`config.mk`:
```
export PLATFORM = sky130hd
export DESIGN_NAME = link_bringup_supervisor
export DESIGN_NICKNAME = d
export VERILOG_FILES = /design/src/rtl/lbs_pkg.sv /design/src/rtl/lbs_delay_timer.sv /design/src/rtl/lbs_phy_port.sv /design/src/rtl/lbs_seq_fsm.sv /design/src/rtl/link_bringup_supervisor.sv
export SDC_FILE = /design/constraint.sdc
export NUM_CORES = 1
export LEC_CHECK = 0
export ABC_AREA = 1
export BUFFER_PORTS_ARGS = -buffer_cell sky130_fd_sc_hd__buf_2
export CAP_MARGIN = 0
export CORE_MARGIN = 5
export CORE_UTILIZATION = 55
export DETAILED_ROUTE_END_ITERATION = 8
export PLACE_DENSITY = 0.84
export SYNTH_ARGS = -nofsm -noshare
export SYNTH_HDL_FRONTEND = slang
export SYNTH_HIERARCHICAL = 1
export SYNTH_SLANG_ARGS = --single-unit
```
`constraint.sdc`:
```
create_clock -name clk -period 3.5 [get_ports clk]
set_input_delay 0.175 -clock clk [delete_from_list [all_inputs] [get_ports clk]]
set_output_delay 0.175 -clock clk [all_outputs]
set_load 0.1 [all_outputs]
```
`src/rtl/lbs_pkg.sv`:
```
// Shared types and constants for the link bring-up supervisor.
// Assumes the debug word bit positions and PHY addresses below are fixed by the PHY.
package lbs_pkg;

    typedef enum logic [4:0] {
        S_IDLE     = 5'd0,
        S_PWR_LO   = 5'd1,
        S_PWR_HI   = 5'd2,
        S_CLK_SET  = 5'd3,
        S_RST_LO   = 5'd4,
        S_RST_POST = 5'd5,
        S_POLL     = 5'd6,
        S_RXV_RD   = 5'd7,
        S_OVR_RD1  = 5'd8,
        S_SET_CHK  = 5'd9,
        S_OVR_WR1  = 5'd10,
        S_HOLD     = 5'd11,
        S_OVR_RD2  = 5'd12,
        S_OVR_WR2  = 5'd13,
        S_GAP      = 5'd14,
        S_UP       = 5'd15,
        S_FAIL     = 5'd16
    } lbs_state_e;

    localparam int          LNK_UP_BIT    = 4;
    localparam int          LNK_TRAIN_BIT = 29;
    localparam logic [5:0]  STUCK_STATE   = 6'h0D;
    localparam logic [15:0] RXV_ADDR      = 16'h100D;
    localparam logic [15:0] OVR_ADDR      = 16'h1005;
    localparam logic [15:0] OVR_MASK      = 16'h0028;
    localparam logic [3:0]  GEN1_CAP      = 4'd1;

endpackage

```
`src/rtl/lbs_delay_timer.sv`:
```
// Down-counting phase timer. Loaded with N-1 on entry to a timed phase,
// reports zero in the last cycle of the phase. Assumes N >= 1.
module lbs_delay_timer #(
    parameter int CNT_W = 8
) (
    input  logic             clk,
    input  logic             rst_n,
    input  logic             load,
    input  logic [CNT_W-1:0] load_val,
    output logic             zero
);
    logic [CNT_W-1:0] cnt_q;

    // Load on phase entry, otherwise count down and stop at zero.
    always_ff @(posedge clk) begin
        if (!rst_n)
            cnt_q <= '0;
        else if (load)
            cnt_q <= load_val;
        else if (cnt_q != '0)
            cnt_q <= cnt_q - 1'b1;
    end

    assign zero = (cnt_q == '0);

endmodule

```
`src/rtl/lbs_phy_port.sv`:
```
// PHY register access master. Accepts a command level from the sequencer
// when idle, holds the request until acknowledged, returns a one-cycle done
// with captured read data. Assumes phy_ack only arrives while phy_req is high.
module lbs_phy_port #(
    parameter int AW = 16,
    parameter int DW = 16
) (
    input  logic          clk,
    input  logic          rst_n,
    input  logic          cmd_valid,
    input  logic          cmd_we,
    input  logic [AW-1:0] cmd_addr,
    input  logic [DW-1:0] cmd_wdata,
    output logic          cmd_done,
    output logic [DW-1:0] cmd_rdata,
    output logic          phy_req,
    output logic          phy_we,
    output logic [AW-1:0] phy_addr,
    output logic [DW-1:0] phy_wdata,
    input  logic          phy_ack,
    input  logic [DW-1:0] phy_rdata
);
    typedef enum logic [1:0] {P_IDLE, P_BUSY, P_DONE} port_state_e;
    port_state_e pst_q;

    // Launch, hold and retire one register access at a time.
    always_ff @(posedge clk) begin
        if (!rst_n) begin
            pst_q     <= P_IDLE;
            phy_req   <= 1'b0;
            phy_we    <= 1'b0;
            phy_addr  <= '0;
            phy_wdata <= '0;
            cmd_rdata <= '0;
        end else begin
            case (pst_q)
                P_IDLE: if (cmd_valid) begin
                    phy_req   <= 1'b1;
                    phy_we    <= cmd_we;
                    phy_addr  <= cmd_addr;
                    phy_wdata <= cmd_wdata;
                    pst_q     <= P_BUSY;
                end
                P_BUSY: if (phy_ack) begin
                    phy_req   <= 1'b0;
                    cmd_rdata <= phy_rdata;
                    pst_q     <= P_DONE;
                end
                default: pst_q <= P_IDLE;
            endcase
        end
    end

    assign cmd_done = (pst_q == P_DONE);

    assert_req_hold_R6: assert property (@(posedge clk) disable iff (!rst_n)
        (phy_req && !phy_ack) |=> (phy_req && $stable(phy_addr) && $stable(phy_we) && $stable(phy_wdata)));

endmodule

```
`src/rtl/lbs_seq_fsm.sv`:
```
// Bring-up sequencer and training supervisor. Walks the power, clock and
// endpoint-reset phases, then polls link status, runs receiver override
// recovery on a stalled speed change and latches failure after the poll limit.
// Assumes the timer and PHY port are the companion modules in this block.
module lbs_seq_fsm
    import lbs_pkg::*;
#(
    parameter int DBG_W          = 32,
    parameter int AW             = 16,
    parameter int DW             = 16,
    parameter int CNT_W          = 8,
    parameter int PWR_LOW_CYC    = 4,
    parameter int PWR_HIGH_CYC   = 4,
    parameter int CLK_SETTLE_CYC = 4,
    parameter int RST_LOW_CYC    = 4,
    parameter int RST_POST_CYC   = 4,
    parameter int POLL_GAP_CYC   = 4,
    parameter int POLL_LIMIT     = 4,
    parameter int RCV_HOLD_CYC   = 4
) (
    input  logic             clk,
    input  logic             rst_n,
    input  logic             start_req,
    input  logic [DBG_W-1:0] dbg_state_word,
    input  logic [DBG_W-1:0] dbg_link_word,
    input  logic             tmr_zero,
    output logic             tmr_load,
    output logic [CNT_W-1:0] tmr_val,
    output logic             cmd_valid,
    output logic             cmd_we,
    output logic [AW-1:0]    cmd_addr,
    output logic [DW-1:0]    cmd_wdata,
    input  logic             cmd_done,
    input  logic [DW-1:0]    cmd_rdata,
    output logic             power_en,
    output logic             refclk_en,
    output logic             ep_rst_n,
    output logic             train_en,
    output logic [3:0]       speed_cap,
    output logic             link_up,
    output logic             bringup_fail,
    output logic [DBG_W-1:0] snap_state_word,
    output logic [DBG_W-1:0] snap_link_word
);
    localparam int ATT_W = $clog2(POLL_LIMIT + 1);
    localparam logic [DW-1:0] MASK = DW'(OVR_MASK);

    lbs_state_e state_q, state_d;
    logic [ATT_W-1:0] att_q;
    logic [DW-1:0]    ovr_q;
    logic             link_cond, stuck, can_start;

    assign link_cond = dbg_link_word[LNK_UP_BIT] && !dbg_link_word[LNK_TRAIN_BIT];
    assign stuck     = (dbg_state_word[5:0] == STUCK_STATE) && !cmd_rdata[0];
    assign can_start = (state_q == S_IDLE) || (state_q == S_UP) || (state_q == S_FAIL);

    // Next-phase selection.
    always_comb begin
        state_d = state_q;
        case (state_q)
            S_IDLE, S_UP, S_FAIL: if (start_req) state_d = S_PWR_LO;
            S_PWR_LO:   if (tmr_zero) state_d = S_PWR_HI;
            S_PWR_HI:   if (tmr_zero) state_d = S_CLK_SET;
            S_CLK_SET:  if (tmr_zero) state_d = S_RST_LO;
            S_RST_LO:   if (tmr_zero) state_d = S_RST_POST;
            S_RST_POST: if (tmr_zero) state_d = S_POLL;
            S_POLL: begin
                if (link_cond)                         state_d = S_UP;
                else if (att_q == ATT_W'(POLL_LIMIT))  state_d = S_FAIL;
                else                                   state_d = S_RXV_RD;
            end
            S_RXV_RD:  if (cmd_done) state_d = stuck ? S_OVR_RD1 : S_GAP;
            S_OVR_RD1: if (cmd_done) state_d = S_SET_CHK;
            S_SET_CHK: state_d = link_cond ? S_UP : S_OVR_WR1;
            S_OVR_WR1: if (cmd_done) state_d = S_HOLD;
            S_HOLD:    if (tmr_zero) state_d = S_OVR_RD2;
            S_OVR_RD2: if (cmd_done) state_d = S_OVR_WR2;
            S_OVR_WR2: if (cmd_done) state_d = S_GAP;
            S_GAP:     if (tmr_zero) state_d = S_POLL;
            default:   state_d = S_IDLE;
        endcase
    end

    // Timer load value for the phase being entered.
    always_comb begin
        tmr_load = (state_d != state_q);
        case (state_d)
            S_PWR_LO:   tmr_val = CNT_W'(PWR_LOW_CYC - 1);
            S_PWR_HI:   tmr_val = CNT_W'(PWR_HIGH_CYC - 1);
            S_CLK_SET:  tmr_val = CNT_W'(CLK_SETTLE_CYC - 1);
            S_RST_LO:   tmr_val = CNT_W'(RST_LOW_CYC - 1);
            S_RST_POST: tmr_val = CNT_W'(RST_POST_CYC - 1);
            S_HOLD:     tmr_val = CNT_W'(RCV_HOLD_CYC - 1);
            S_GAP:      tmr_val = CNT_W'(POLL_GAP_CYC - 1);
            default:    tmr_val = '0;
        endcase
    end

    // PHY command for the current access phase.
    always_comb begin
        cmd_valid = 1'b0;
        cmd_we    = 1'b0;
        cmd_addr  = AW'(OVR_ADDR);
        cmd_wdata = '0;
        case (state_q)
            S_RXV_RD:  begin cmd_valid = 1'b1; cmd_addr = AW'(RXV_ADDR); end
            S_OVR_RD1: cmd_valid = 1'b1;
            S_OVR_RD2: cmd_valid = 1'b1;
            S_OVR_WR1: begin cmd_valid = 1'b1; cmd_we = 1'b1; cmd_wdata = ovr_q | MASK; end
            S_OVR_WR2: begin cmd_valid = 1'b1; cmd_we = 1'b1; cmd_wdata = ovr_q & ~MASK; end
            default: ;
        endcase
    end

    // Phase register, attempt count, override value, speed cap and snapshot.
    always_ff @(posedge clk) begin
        if (!rst_n) begin
            state_q         <= S_IDLE;
            att_q           <= '0;
            ovr_q           <= '0;
            speed_cap       <= 4'd0;
            snap_state_word <= '0;
            snap_link_word  <= '0;
        end else begin
            state_q <= state_d;
            if (can_start && start_req)
                att_q <= '0;
            else if (state_q == S_POLL && state_d == S_RXV_RD)
                att_q <= att_q + 1'b1;
            if ((state_q == S_OVR_RD1 || state_q == S_OVR_RD2) && cmd_done)
                ovr_q <= cmd_rdata;
            if (state_q == S_RST_POST)
                speed_cap <= GEN1_CAP;
            if (state_q == S_POLL && state_d == S_FAIL) begin
                snap_state_word <= dbg_state_word;
                snap_link_word  <= dbg_link_word;
            end
        end
    end

    // Moore outputs by phase order.
    assign power_en     = (state_q != S_IDLE) && (state_q != S_PWR_LO);
    assign refclk_en    = (state_q >= S_CLK_SET);
    assign ep_rst_n     = (state_q >= S_RST_POST);
    assign train_en     = (state_q >= S_POLL) && (state_q != S_FAIL);
    assign link_up      = (state_q == S_UP);
    assign bringup_fail = (state_q == S_FAIL);

    assert_att_bound_R9: assert property (@(posedge clk) disable iff (!rst_n)
        att_q <= ATT_W'(POLL_LIMIT));

    assert_fail_sticky_R10: assert property (@(posedge clk) disable iff (!rst_n)
        (bringup_fail && !start_req) |=> bringup_fail);

    assert_ignore_start_R12: assert property (@(posedge clk) disable iff (!rst_n)
        (!can_start && state_q != S_PWR_LO && start_req) |=> (state_q != S_PWR_LO));

endmodule

```
`src/rtl/link_bringup_supervisor.sv`:
```
// Top of the link bring-up supervisor. Connects the sequencer, its phase
// timer and the PHY register access port. Delays are cycle counts.
// Assumes start_req is a single-cycle pulse and phy_ack a single-cycle reply.
module link_bringup_supervisor
    import lbs_pkg::*;
#(
    parameter int DBG_W          = 32,
    parameter int PHY_AW         = 16,
    parameter int PHY_DW         = 16,
    parameter int PWR_LOW_CYC    = 5_000_000,
    parameter int PWR_HIGH_CYC   = 5_000_000,
    parameter int CLK_SETTLE_CYC = 12_500_000,
    parameter int RST_LOW_CYC    = 5_000_000,
    parameter int RST_POST_CYC   = 5_000_000,
    parameter int POLL_GAP_CYC   = 2_500,
    parameter int POLL_LIMIT     = 2_000,
    parameter int RCV_HOLD_CYC   = 750_000
) (
    input  logic              clk,
    input  logic              rst_n,
    input  logic              start_req,
    input  logic [DBG_W-1:0]  dbg_state_word,
    input  logic [DBG_W-1:0]  dbg_link_word,
    output logic              phy_req,
    output logic              phy_we,
    output logic [PHY_AW-1:0] phy_addr,
    output logic [PHY_DW-1:0] phy_wdata,
    input  logic              phy_ack,
    input  logic [PHY_DW-1:0] phy_rdata,
    output logic              power_en,
    output logic              refclk_en,
    output logic              ep_rst_n,
    output logic              train_en,
    output logic [3:0]        speed_cap,
    output logic              link_up,
    output logic              bringup_fail,
    output logic [DBG_W-1:0]  snap_state_word,
    output logic [DBG_W-1:0]  snap_link_word
);
    localparam int MAX_A   = (PWR_LOW_CYC > PWR_HIGH_CYC) ? PWR_LOW_CYC : PWR_HIGH_CYC;
    localparam int MAX_B   = (CLK_SETTLE_CYC > RST_LOW_CYC) ? CLK_SETTLE_CYC : RST_LOW_CYC;
    localparam int MAX_C   = (RST_POST_CYC > POLL_GAP_CYC) ? RST_POST_CYC : POLL_GAP_CYC;
    localparam int MAX_AB  = (MAX_A > MAX_B) ? MAX_A : MAX_B;
    localparam int MAX_CD  = (MAX_C > RCV_HOLD_CYC) ? MAX_C : RCV_HOLD_CYC;
    localparam int MAX_DLY = (MAX_AB > MAX_CD) ? MAX_AB : MAX_CD;
    localparam int CNT_W   = $clog2(MAX_DLY + 1);

    logic              tmr_load, tmr_zero;
    logic [CNT_W-1:0]  tmr_val;
    logic              cmd_valid, cmd_we, cmd_done;
    logic [PHY_AW-1:0] cmd_addr;
    logic [PHY_DW-1:0] cmd_wdata, cmd_rdata;
    logic              link_cond;

    assign link_cond = dbg_link_word[LNK_UP_BIT] && !dbg_link_word[LNK_TRAIN_BIT];

    lbs_delay_timer #(.CNT_W(CNT_W)) u_timer (
        .clk(clk), .rst_n(rst_n), .load(tmr_load), .load_val(tmr_val), .zero(tmr_zero)
    );

    lbs_phy_port #(.AW(PHY_AW), .DW(PHY_DW)) u_port (
        .clk(clk), .rst_n(rst_n),
        .cmd_valid(cmd_valid), .cmd_we(cmd_we), .cmd_addr(cmd_addr), .cmd_wdata(cmd_wdata),
        .cmd_done(cmd_done), .cmd_rdata(cmd_rdata),
        .phy_req(phy_req), .phy_we(phy_we), .phy_addr(phy_addr), .phy_wdata(phy_wdata),
        .phy_ack(phy_ack), .phy_rdata(phy_rdata)
    );

    lbs_seq_fsm #(
        .DBG_W(DBG_W), .AW(PHY_AW), .DW(PHY_DW), .CNT_W(CNT_W),
        .PWR_LOW_CYC(PWR_LOW_CYC), .PWR_HIGH_CYC(PWR_HIGH_CYC),
        .CLK_SETTLE_CYC(CLK_SETTLE_CYC), .RST_LOW_CYC(RST_LOW_CYC),
        .RST_POST_CYC(RST_POST_CYC), .POLL_GAP_CYC(POLL_GAP_CYC),
        .POLL_LIMIT(POLL_LIMIT), .RCV_HOLD_CYC(RCV_HOLD_CYC)
    ) u_fsm (
        .clk(clk), .rst_n(rst_n), .start_req(start_req),
        .dbg_state_word(dbg_state_word), .dbg_link_word(dbg_link_word),
        .tmr_zero(tmr_zero), .tmr_load(tmr_load), .tmr_val(tmr_val),
        .cmd_valid(cmd_valid), .cmd_we(cmd_we), .cmd_addr(cmd_addr), .cmd_wdata(cmd_wdata),
        .cmd_done(cmd_done), .cmd_rdata(cmd_rdata),
        .power_en(power_en), .refclk_en(refclk_en), .ep_rst_n(ep_rst_n), .train_en(train_en),
        .speed_cap(speed_cap), .link_up(link_up), .bringup_fail(bringup_fail),
        .snap_state_word(snap_state_word), .snap_link_word(snap_link_word)
    );

    assert_cap_gen1_R3: assert property (@(posedge clk) disable iff (!rst_n)
        train_en |-> (speed_cap == GEN1_CAP));

    assert_train_order_R2: assert property (@(posedge clk) disable iff (!rst_n)
        $rose(train_en) |-> (ep_rst_n && refclk_en && power_en));

    assert_status_excl_R4: assert property (@(posedge clk) disable iff (!rst_n)
        !(link_up && bringup_fail));

    assert_no_set_when_up_R11: assert property (@(posedge clk) disable iff (!rst_n)
        (phy_req && phy_we && !$past(phy_req) && ((phy_wdata & PHY_DW'(OVR_MASK)) == PHY_DW'(OVR_MASK)))
        |-> !$past(link_cond, 2));

    assert_snap_hold_R10: assert property (@(posedge clk) disable iff (!rst_n)
        (bringup_fail && !start_req) |=> ($stable(snap_state_word) && $stable(snap_link_word)));

endmodule

```
==> metrics.yaml <==
placement:
  io_buffer_count: 186
  placed_area_um2: 9480
  place.gp.congestion: 0.9527
  hpwl_um: 15880
  placed_cells: 1587
floorplan:
  dieArea_um2: 18440
  core_area_um2: 15710
  die_h_um: 135.8
  die_w_um: 135.8
  initial_utilization: 0.5540
  ios: 192
  rows: 46
global_routing:
  grt_first_pass_wirelength_um: 40450
  grt_start_max_net_pins: 94
  overflow: 0
  antenna_found_initial: 1
  track_usage: 0.2723
  grt_pass1_vias: 8418
timing:
  hold_violations: 0
  min_period_over_period: 0.8941
  maxSlewHeadroom: 0.4109
  fin_tns_setup_ns: 0
  setup_viol: 0
  drv_slew: 0
  period_minus_slack_ns: 3.129
  max_freq_mhz: 319.6
  skew_ns: 0.01457
  rsz0062_at_grt: "false"
  worstMarginPinSlew_ns: 0.8815
clocking:
  clk_latency_ns: 0.43
  cts_tree: "done"
  h-tree-depth: 4
  cts_setup_buffers: 0
  cts_buffer_depth: 2
  cts_root_buf: "clkbuf_16"
  cts-buffers-inserted: 17
  cts_num_sinks: 169
  clk_pin_slew_ns: 0.06
pwr:
  peakVddDrop_v: 0.0003495
  clkPwrFrac: 0.327
  internal_power_uw: 3720
  switching_share: 0.3718
  p_comb_frac: 0.310
  powerDensity_nw_per_um2: 547.6
  leakagePower_uw: 0.005254
  p_switching_uw: 2202
  seqPwrFrac: 0.362
route:
  detail-route-antenna-nets: 0
  avgViaCountPerCell: 5.226
  firstDrtPassIters: 5
  drtIter0Drc: 723
  drc: 0
  vias: 8843
  drt-total-wl_um: 25610
  wire_per_inst_um: 15.13
setup_path:
  max_stage_delay_ns: 0.32
  cpMostUsedCell: "nor2_1"
  path_cells: "inv_1 -> ha_1 -> nand3_1 -> nor2_2 -> nand3_4 -> inv_1 -> nor2_1 -> nor2_1 -> nor2_1 -> nor2_1 -> nand3_1 -> nor2_4 -> xor2_1 -> a21oi_1 -> nand3_1 -> inv_2 -> nand2_4 -> inv_4 -> nand2_1 -> a21oi_2"
  worstSetupStartpointType: "flip-flop"
  required_ns: 3.84
  arrival_ns: 3.47
  cp_max_fo: 12
  worstSetupEndpointType: "flip-flop"
  worstSetupPathType: "flip-flop to flip-flop"
  cp_slowest_cell: "dfxtp_1"
logic_synthesis:
  yosys_warnings: 6
  syn-instance-count: 1251
  avgSynthCellArea_um2: 6.958
  synth.cell_area_um2: 8705
final_layout:
  final_cells: 1692
  drive_gt1_frac: 0.2278
  synthToLayoutAreaGrowth_pct: 24.25
  final_area_um2: 10820
  final_nets: 1550
run:
  cap_violations: 0
outcome:
  status: "complete, no violations"
hold_path:
  hp-class: "input pin to flip-flop"
worst max-delay path: cells and delay by family (launching register included):
kind	cells	cell delay, ns
simple gates	12	1.41
compound gates	2	0.26
fa+ha+maj	1	0.21
flops	1	0.32
buf+inv	4	0.76
xor+xnor	1	0.09
sequential cells by signal, summed over array words and instances, names as in the netlist, 2 cells and up:
name                   cells
u_port/phy_addr           16
u_port/phy_wdata          16
u_fsm/state_q              5
u_fsm/ovr_q               14
u_fsm/snap_state_word     32
u_port/pst_q               2
u_fsm/att_q               11
u_port/cmd_rdata          14
u_timer/cnt_q             24
u_fsm/snap_link_word      32
metrics by stage:
step | utilization | setup WS, ns | total power (µW) | hold WS, ns
2_1_floorplan | - | 0.7220 | 3685 | 0.3099
3_3_place_gp | 0.6034 | 0.4120 | 3870 | 0.3952
6_report | 0.6883 | 0.3708 | 5922 | 0.01743
5_1_grt | 0.6883 | 0.1287 | 6254 | 0.01892
3_5_place_dp | 0.6034 | 0.3554 | 3913 | 0.4027
4_1_cts | 0.6882 | 0.3216 | 5909 | 0.003229
path summary, 6_finish.rpt:
kind | cells past startpoint | slack [ns] | from | endpoint
worst max register to register | 20 | 0.37 | u_timer/cnt_q[0] | u_timer/cnt_q[7]
worst max-delay path | 20 | 0.37 | u_timer/cnt_q[0] | u_timer/cnt_q[7]
worst min register to register | 2 | 0.46 | u_fsm/ovr_q[6] | u_fsm/ovr_q[6]
worst min-delay path | 3 | 0.02 | dbg_state_word[4] | u_fsm/snap_state_word[4]
final cells by class:
| class | count | area [µm²] |
|---|---|---|
| fill | 1224 | 4897 |
| clock buffer | 17 | 425.4 |
| antenna | 1 | 2.502 |
| tap | 216 | 270.3 |
| inverter | 112 | 425.4 |
| sequential | 169 | 3383 |
| timing repair buffer | 266 | 1714 |
| multi-input combinational | 896 | 4408 |
| clock inverter | 15 | 186.4 |
power groups by stage:
stage	clock (µW)	sequential, µW	combinational (µW)
floorplan	0	2180	1510
global placement	0	2180	1690
detailed placement	0	2180	1730
CTS	1960	2140	1810
global route	2050	2160	2050
finish	1940	2150	1840
layer usage:
layer  up-vias  track usage  routed length (µm)
li1       4314            -                   -
met1      4018       0.3119                9973
met2       423       0.4610               12250
met3        88      0.07987                2120
met4         0       0.1400                1259
met5         -            0                   0
cell usage in the layout (no fill, tap or decap), types with 5 or more instances in the layout:
| cell | count |
|---|---|
| nor3_1 | 6 |
| buf_4 | 9 |
| xor2_1 | 13 |
| nand2_1 | 216 |
| a21oi_1 | 67 |
| inv_1 | 96 |
| nand3_1 | 50 |
| a21oi_2 | 17 |
| nor2_1 | 273 |
| nand2_2 | 29 |
| buf_2 | 185 |
| conb_1 | 18 |
| nor2_4 | 12 |
| nand3b_1 | 34 |
| nand4_1 | 11 |
| dlygate4sd3_1 | 72 |
| nand2_4 | 6 |
| clkbuf_16 | 17 |
| o21ai_0 | 91 |
| inv_8 | 5 |
| nor2_2 | 21 |
| dfxtp_1 | 169 |
| xnor2_1 | 5 |
| inv_2 | 10 |
repair_timing:
item                       in CTS  in global routing
setup endpoints to repair       0                  1
hold buffers                   72                  0
hold endpoints to repair       72                  0
resized for setup               0                  1
Power figures use the tool's default switching activity.
